<file path="config.mk">
export PLATFORM = sky130hd
export DESIGN_NAME = flash_poll_ctrl
export DESIGN_NICKNAME = d
export VERILOG_FILES = /design/src/rtl/flash_poll_pkg.sv /design/src/rtl/fpc_poll_counter.sv /design/src/rtl/fpc_bad_sector_map.sv /design/src/rtl/flash_poll_ctrl.sv
export SDC_FILE = /design/constraint.sdc
export NUM_CORES = 1
export LEC_CHECK = 0
export BUFFER_PORTS_ARGS = -buffer_cell sky130_fd_sc_hd__buf_2
export CORE_UTILIZATION = 45
export DETAILED_ROUTE_END_ITERATION = 10
export GPL_ROUTABILITY_DRIVEN = 0
export PLACE_DENSITY = 0.74
export SETUP_SLACK_MARGIN = 0.5
export SKIP_CTS_REPAIR_TIMING = 1
export SYNTH_ARGS = -nofsm -noshare
export SYNTH_HDL_FRONTEND = slang
export SYNTH_SLANG_ARGS = --single-unit
</file>
<file path="constraint.sdc">
create_clock -name clk -period 2.7 [get_ports clk]
set_input_delay 0.135 -clock clk [delete_from_list [all_inputs] [get_ports clk]]
set_output_delay 0.135 -clock clk [all_outputs]
set_load 0.01 [all_outputs]
</file>
<file path="src/rtl/flash_poll_pkg.sv">
package flash_poll_pkg;

  typedef enum logic [2:0] {
    ST_IDLE,
    ST_FIRST,
    ST_POLL,
    ST_CHK1,
    ST_CHK2
  } poll_state_t;

  localparam int BUSY_BIT = 6;
  localparam int ERR_BIT  = 5;

  // busy bit identical across two consecutive reads: device has settled
  function automatic logic busy_settled(input logic [7:0] older, input logic [7:0] newer);
    return older[BUSY_BIT] == newer[BUSY_BIT];
  endfunction

  function automatic logic err_reported(input logic [7:0] status);
    return status[ERR_BIT];
  endfunction

  function automatic logic reads_reach_limit(input logic [31:0] reads_after, input logic [31:0] limit);
    return reads_after >= limit;
  endfunction

endpackage

</file>
<file path="src/rtl/fpc_poll_counter.sv">
module fpc_poll_counter #(
  parameter int CNT_W = 16
) (
  input  logic             clk,
  input  logic             rst_n,
  input  logic             clear_i,
  input  logic             inc_i,
  input  logic [CNT_W-1:0] limit_i,
  output logic             at_limit_o
);
  import flash_poll_pkg::*;

  logic [CNT_W-1:0] count_q;
  logic [31:0]      next_reads;

  assign next_reads = 32'(count_q) + 32'd1;
  assign at_limit_o = reads_reach_limit(next_reads, 32'(limit_i));

  always_ff @(posedge clk or negedge rst_n) begin
    if (!rst_n) begin
      count_q <= '0;
    end else if (clear_i) begin
      count_q <= '0;
    end else if (inc_i && (count_q != {CNT_W{1'b1}})) begin
      count_q <= count_q + 1'b1;
    end
  end

endmodule

</file>
<file path="src/rtl/fpc_bad_sector_map.sv">
module fpc_bad_sector_map #(
  parameter int SECT_W = 3,
  localparam int NSECT = 1 << SECT_W
) (
  input  logic              clk,
  input  logic              rst_n,
  input  logic              mark_i,
  input  logic [SECT_W-1:0] sector_i,
  output logic [NSECT-1:0]  map_o
);

  for (genvar s = 0; s < NSECT; s++) begin : g_flag
    always_ff @(posedge clk or negedge rst_n) begin
      if (!rst_n) begin
        map_o[s] <= 1'b0;
      end else if (mark_i && (sector_i == SECT_W'(s))) begin
        map_o[s] <= 1'b1;
      end
    end
  end

endmodule

</file>
<file path="src/rtl/flash_poll_ctrl.sv">
module flash_poll_ctrl #(
  parameter int ADDR_W = 16,
  parameter int SECT_W = 3,
  parameter int CNT_W  = 16,
  localparam int NSECT = 1 << SECT_W
) (
  input  logic              clk,
  input  logic              rst_n,
  input  logic              start_i,
  input  logic [ADDR_W-1:0] start_addr_i,
  input  logic [CNT_W-1:0]  max_polls_i,
  output logic              rd_req_o,
  output logic [ADDR_W-1:0] rd_addr_o,
  input  logic [7:0]        rd_data_i,
  input  logic              rd_ready_i,
  output logic              done_o,
  output logic              pass_o,
  output logic              fail_o,
  output logic              timeout_o,
  output logic [NSECT-1:0]  bad_sector_o
);
  import flash_poll_pkg::*;

  poll_state_t       state_q, state_d;
  logic [ADDR_W-1:0] addr_q;
  logic [7:0]        prev_q, prev_d;

  // named internal events
  logic rd_beat;
  logic start_take;
  logic settled;
  logic err_now;
  logic at_limit;
  logic dec_pass, dec_fail, dec_to, dec_any;
  logic cnt_inc;

  assign rd_req_o   = (state_q != ST_IDLE);
  assign rd_addr_o  = addr_q;
  assign rd_beat    = rd_req_o && rd_ready_i;
  assign start_take = (state_q == ST_IDLE) && start_i;
  assign settled    = busy_settled(prev_q, rd_data_i);
  assign err_now    = err_reported(rd_data_i);
  assign cnt_inc    = rd_beat && ((state_q == ST_FIRST) || (state_q == ST_POLL));
  assign dec_any    = dec_pass || dec_fail;

  fpc_poll_counter #(.CNT_W(CNT_W)) u_cnt (
    .clk       (clk),
    .rst_n     (rst_n),
    .clear_i   (start_take),
    .inc_i     (cnt_inc),
    .limit_i   (max_polls_i),
    .at_limit_o(at_limit)
  );

  fpc_bad_sector_map #(.SECT_W(SECT_W)) u_map (
    .clk     (clk),
    .rst_n   (rst_n),
    .mark_i  (dec_fail),
    .sector_i(addr_q[ADDR_W-1 -: SECT_W]),
    .map_o   (bad_sector_o)
  );

  always_comb begin
    state_d  = state_q;
    prev_d   = prev_q;
    dec_pass = 1'b0;
    dec_fail = 1'b0;
    dec_to   = 1'b0;
    unique case (state_q)
      ST_IDLE: begin
        if (start_i) state_d = ST_FIRST;
      end
      ST_FIRST: begin
        if (rd_beat) begin
          prev_d  = rd_data_i;
          state_d = ST_POLL;
        end
      end
      ST_POLL: begin
        if (rd_beat) begin
          if (settled) begin
            dec_pass = 1'b1;
          end else if (err_now) begin
            state_d = ST_CHK1;
          end else if (at_limit) begin
            dec_fail = 1'b1;
            dec_to   = 1'b1;
          end else begin
            prev_d = rd_data_i;
          end
        end
      end
      ST_CHK1: begin
        if (rd_beat) begin
          prev_d  = rd_data_i;
          state_d = ST_CHK2;
        end
      end
      ST_CHK2: begin
        if (rd_beat) begin
          if (settled) dec_pass = 1'b1;
          else         dec_fail = 1'b1;
        end
      end
      default: state_d = ST_IDLE;
    endcase
    if (dec_pass || dec_fail) state_d = ST_IDLE;
  end

  always_ff @(posedge clk or negedge rst_n) begin
    if (!rst_n) begin
      state_q   <= ST_IDLE;
      addr_q    <= '0;
      prev_q    <= '0;
      done_o    <= 1'b0;
      pass_o    <= 1'b0;
      fail_o    <= 1'b0;
      timeout_o <= 1'b0;
    end else begin
      state_q   <= state_d;
      prev_q    <= prev_d;
      if (start_take) addr_q <= start_addr_i;
      done_o    <= dec_any;
      pass_o    <= dec_pass;
      fail_o    <= dec_fail;
      timeout_o <= dec_to;
    end
  end

endmodule

</file>
==> results.json, run 1 <==
{
  "hold_viol": 0,
  "violations": "negative setup slack",
  "routed_wl_um": 5980,
  "rr_endpoint": "u_map.map_o[4]$_DFFE_PN0P_",
  "ys_ff_latch": 48,
  "power_leakage_nw": 1.88,
  "synth_edf_count": 0,
  "grt_pass1_vias": 2163,
  "cts_buffers": 5,
  "final_cell_mix": "buf_2, dfrtp_1, buf_4",
  "final_common_cell": "buf_2",
  "crit_type": "register to register",
  "cts_tree": "yes",
  "num-nets-final": 427,
  "die_area_mm2": 0.00633,
  "viasPerCell": 5.23,
  "reg2reg_depth": 12,
  "die-height_um": 79.5,
  "synthFlopType": "dfrtp_1",
  "grtUsageTotal": 0.199,
  "diodes": 0,
  "clockBufferDepth": 2,
  "yosysUniqueCellTypes": 40,
  "dp_cells": 426,
  "clock_latency_ps": 310,
  "setup_tns_ps": -1650,
  "rsz0062_at_grt": "yes",
  "synthToLayoutAreaGrowth_pct": 31.6,
  "crit_path_max_fanout": 5,
  "ant_nets": 0,
  "synthesis.nets": 332,
  "seq_area_mm2": 0.00120,
  "root_buffer": "clkbuf_8",
  "synthArstFlopShare": 1.00,
  "vias": 2297,
  "drtPass1Iterations": 4,
  "min_path_type": "primary input to async pin",
  "max_slew.worst_pin.slew_ps": 1050,
  "cts_max_level": 2,
  "io_buffers": 66,
  "synth_warnings": 0,
  "period_needed_ps": 2900,
  "wl_per_cell_um": 13.6,
  "cts_sinks": 48,
  "irDropWorstVdd_v": 0.000590,
  "core_area_mm2": 0.00564,
  "power_density_mw_per_mm2": 732,
  "start_util": 0.479,
  "r2r_start": "u_cnt.count_q[0]$_DFFE_PN0P_",
  "drt_iter0_drc": 122,
  "critPathLaunchType": "register",
  "setup_viol": 11,
  "drc": 0,
  "hpwlAfterDp_um": 4190,
  "slew_headroom": 0.300,
  "grt.overflow.total": 0,
  "instances_no_fill": 439,
  "synth_seq_area_share": 0.444,
  "required_ps": 2900,
  "pin_count": 73,
  "multi_input_area_mm2": 0.00149,
  "postSynthAreaPerCell_um2": 9.98,
  "max_freq_mhz": 344,
  "maxCapViolCount": 0,
  "syn_area_mm2": 0.00271,
  "final.setup.worst_slack_ps": -204,
  "placed_area_mm2": 0.00330,
  "fillers": 467,
  "post-route-period-util": 1.08,
  "outcome": "complete, but fails checks",
  "utilization": 0.631,
  "grt_start_max_net_pins": 49,
  "worstPathArrival_ps": 3100,
  "grt_pass1_wl_um": 9710,
  "cp-end-kind": "register",
  "postLayoutCellArea_mm2": 0.00356,
  "cts.clk_slew.worst_paths_ps": 90,
  "num_rows": 27,
  "drv_slew": 0,
  "power_w": 0.00260,
  "syn_inst": 271,
  "die_w_um": 79.5,
  "layout-drive-gt1-share": 0.411,
  "finClkSkew_ps": 5.80,
  "grt_antenna_before_repair": 0,
  "reg2reg_slack_ps": -200
}
==> metrics by stage <==
stage	hold slack (ps)	setup slack (ps)
after CTS	44.6	-260
after global routing	34.4	-317
after floorplan	-161	38.5
after global placement	366	-110
after detailed placement	371	-194
final	9.64	-204
==> cells by family (layout without fill, tap and decap cells) <==
| logic type | after synthesis | count (layout) | synth area share |
|---|---|---|---|
| flops | 48 | 48 | 0.444 |
| buf+inv | 39 | 134 | 0.0587 |
| compound gates | 50 | 51 | 0.125 |
| fa+ha+maj | 17 | 17 | 0.0786 |
| xor+xnor | 17 | 17 | 0.0550 |
| mux | 17 | 17 | 0.0708 |
| simple gates | 83 | 83 | 0.168 |
==> synth_stat cells (2+ instances only) <==
master / number / share of area
a21oi_1: 11 / 0.020
a41o_1: 3 / 0.011
and2_1: 2 / 0.0046
and3_1: 5 / 0.012
and4_1: 4 / 0.013
buf_2: 7 / 0.013
clkbuf_1: 2 / 0.0028
dfrtp_1: 48 / 0.44
ha_1: 17 / 0.079
inv_1: 28 / 0.039
mux2_2: 16 / 0.067
nand2_1: 18 / 0.025
nand2b_1: 10 / 0.023
nand3_1: 18 / 0.033
nand4_1: 2 / 0.0046
nand4_2: 2 / 0.0092
nor2_1: 12 / 0.017
nor2b_1: 2 / 0.0046
nor3_1: 3 / 0.0055
o21ai_0: 7 / 0.013
o21ai_1: 9 / 0.017
o21bai_1: 4 / 0.011
o31ai_1: 5 / 0.014
o41ai_1: 5 / 0.016
xnor2_1: 7 / 0.023
xor2_1: 10 / 0.032
==> flip-flops by register name, indices dropped and copies added (netlist names) <==
signal,count
timeout_o,1
u_cnt.count_q,16
fail_o,1
done_o,1
rd_addr_o,16
state_q,3
pass_o,1
u_map.map_o,8
prev_q,1
==> cell type report <==
| class | instances | area share |
|---|---|---|
| Clock buffer | 6 | 0.0232 |
| Clock inverter | 2 | 0.00387 |
| Inverter | 28 | 0.0295 |
| Multi-Input combinational cell | 185 | 0.420 |
| Sequential cell | 48 | 0.338 |
| Tap cell | 72 | 0.0253 |
| Timing Repair Buffer | 98 | 0.160 |
==> worst max path at each step <==
stage / from / end / depth (start not counted)
floorplan: u_cnt.count_q[0]$_DFFE_PN0P_ / prev_q[6]$_DFFE_PN0P_ / 11
global placement: u_cnt.count_q[0]$_DFFE_PN0P_ / prev_q[6]$_DFFE_PN0P_ / 11
detailed placement: u_cnt.count_q[1]$_DFFE_PN0P_ / u_map.map_o[1]$_DFFE_PN0P_ / 11
CTS: u_cnt.count_q[1]$_DFFE_PN0P_ / u_map.map_o[1]$_DFFE_PN0P_ / 11
global route: u_cnt.count_q[1]$_DFFE_PN0P_ / u_map.map_o[3]$_DFFE_PN0P_ / 12
finish: u_cnt.count_q[0]$_DFFE_PN0P_ / u_map.map_o[4]$_DFFE_PN0P_ / 12
==> metal layers <==
metal / track usage / vias to the layer above / wire length [µm]
li1: - / 1142 / -
met1: 0.247 / 1092 / 2640
met2: 0.339 / 59 / 3030
met5: 0 / - / 0
met3: 0.0434 / 4 / 265
met4: 0.0655 / 0 / 44
==> worst max-delay path, cell delays in order (launching register included) <==
cell and delay (ps):
dfrtp_1 420, ha_2 200, and4_4 170, and2b_4 170, and3_4 180, xor2_2 150
ha_1 300, and4_4 220, nand3_2 50, a221o_1 310, nand4_4 150, a31oi_4 140
o41ai_2 330
==> report_power, final <==
group	internal (W)	leakage, nW	switching, W
Clock	0.000210	0.0516	0.000250
Combinational	0.000469	1.23	0.000570
Sequential	0.000916	0.597	0.000189
Total	0.00159	1.88	0.00101
(Power assumes the default switching activity.)
==> run 2: changes to the inputs <==
- CTS_CLUSTER_DIAMETER: default -> 60
- PLACE_DENSITY: 0.74 -> 0.73
==> run 2 against run 1 <==
- the flow still finishes with violations (negative setup slack)
- sequential share of layout area shrank 1.1 points
- clock skew grew 7.1 ps
- non-clock buffer count grew 5
- critical path type unchanged
==> results.json, run 2 (synthesis results as in run 1) <==
{
  "cts_tree": "yes",
  "num-nets-final": 431,
  "grt_antenna_before_repair": 0,
  "core_area_mm2": 0.00564,
  "grt_pass1_vias": 2260,
  "final_cell_mix": "buf_2, dfrtp_1, buf_4",
  "power_density_mw_per_mm2": 725,
  "cp-end-kind": "register",
  "p_seq_frac": 0.419,
  "drc": 0,
  "hpwlAfterDp_um": 4270,
  "clockBufferDepth": 2,
  "post-route-period-util": 1.09,
  "setup_tns_ps": -2290,
  "critPathLaunchType": "register",
  "drt_iter0_drc": 66,
  "power_switching_w": 0.00102,
  "grt.overflow.total": 0,
  "cts_sinks": 48,
  "cts_buffers": 5,
  "wl_per_cell_um": 14.2,
  "violations": "negative setup slack",
  "instances_no_fill": 443,
  "rsz0062_at_grt": "yes",
  "max_slew.worst_pin.slew_ps": 1060,
  "pin_count": 73,
  "switching_share": 0.384,
  "io_buffers": 66,
  "diodes": 0,
  "setup_viol": 12,
  "hold_viol": 0,
  "grtUsageTotal": 0.198,
  "required_ps": 2900,
  "max_freq_mhz": 338,
  "internal-power_w": 0.00164,
  "worstPathArrival_ps": 3160,
  "utilization": 0.651,
  "pwr-share-comb": 0.407,
  "irDropWorstVdd_v": 0.000535,
  "pwr-share-clk": 0.174,
  "slew_headroom": 0.290,
  "viasPerCell": 5.26,
  "power_leakage_nw": 1.93,
  "num_rows": 27,
  "min_path_type": "primary input to async pin",
  "crit_path_max_fanout": 5,
  "outcome": "complete, but fails checks",
  "reg2reg_depth": 13,
  "die_w_um": 79.5,
  "cts.clk_slew.worst_paths_ps": 100,
  "final_common_cell": "buf_2",
  "ant_nets": 0,
  "die_area_mm2": 0.00633,
  "drv_slew": 0,
  "grt_start_max_net_pins": 49,
  "dp_cells": 425,
  "grt_pass1_wl_um": 9840,
  "cts_max_level": 2,
  "maxCapViolCount": 0,
  "clock_latency_ps": 300,
  "crit_type": "register to register",
  "post-place-ws_ps": -166,
  "drtPass1Iterations": 4,
  "final.setup.worst_slack_ps": -255,
  "synthToLayoutAreaGrowth_pct": 35.8,
  "root_buffer": "clkbuf_8",
  "routed_wl_um": 6270,
  "layout-drive-gt1-share": 0.442,
  "period_needed_ps": 2960,
  "start_util": 0.479,
  "vias": 2330,
  "finClkSkew_ps": 12.9,
  "die-height_um": 79.5
}
## run 2: layer usage
metal / part of all wire / global-route usage / vias to the layer above
met4: 0.011 / 0.0582 / 0
met5: 0 / 0 / -
met3: 0.033 / 0.0343 / 6
li1: - / - / 1145
met2: 0.50 / 0.350 / 60
met1: 0.46 / 0.243 / 1119
## run 2: worst paths after layout
check                                        startpoint                       endpoint  slack, ps
max                        u_cnt.count_q[0]$_DFFE_PN0P_     u_map.map_o[0]$_DFFE_PN0P_       -260
min                                               rst_n       rd_addr_o[9]$_DFFE_PN0P_         20
max reg2reg                u_cnt.count_q[0]$_DFFE_PN0P_     u_map.map_o[0]$_DFFE_PN0P_       -260
min reg2reg                  u_map.map_o[5]$_DFFE_PN0P_     u_map.map_o[5]$_DFFE_PN0P_        480
max in group asynchronous                         rst_n  u_cnt.count_q[10]$_DFFE_PN0P_       1960
min in group clk                        start_addr_i[4]       rd_addr_o[4]$_DFFE_PN0P_         60
## run 2: critical path, stage by stage, from the launching register on
cell	delay, ps
dfrtp_1	430
ha_2	210
and4_4	160
and2b_4	160
and3_4	180
xor2_2	140
ha_1	300
and4_4	230
nand3_2	70
a221o_1	310
nand4_4	140
a31oi_4	130
buf_12	170
o41ai_4	200
## run 2: power groups by stage
stage	clock network [W]	logic (W)	registers (W)
6_report	0.000463	0.00108	0.00112
5_1_grt	0.000502	0.00121	0.00115
4_1_cts	0.000478	0.00103	0.00109
3_5_place_dp	0	0.00102	0.00110
3_3_place_gp	0	0.000998	0.00109
2_1_floorplan	0	0.000652	0.00112
## run 2: area by class of cell
type / count / area, µm²
clock buffers: 6 / 82.6
clock inverters: 2 / 13.8
fillers: 434 / 1970
inverters: 28 / 105
multi-input cells: 184 / 1530
flip-flops and latches: 48 / 1200
well taps: 72 / 90.1
repair buffers: 103 / 649
## run 2: metrics by stage
step	cell area [µm²]	power (W)	hold slack (ps)
2_1_floorplan	2730	0.00177	-161
3_3_place_gp	3300	0.00209	366
3_5_place_dp	3300	0.00212	370
4_1_cts	3390	0.00260	50.4
5_1_grt	3670	0.00286	43.8
6_report	3670	0.00266	20.3
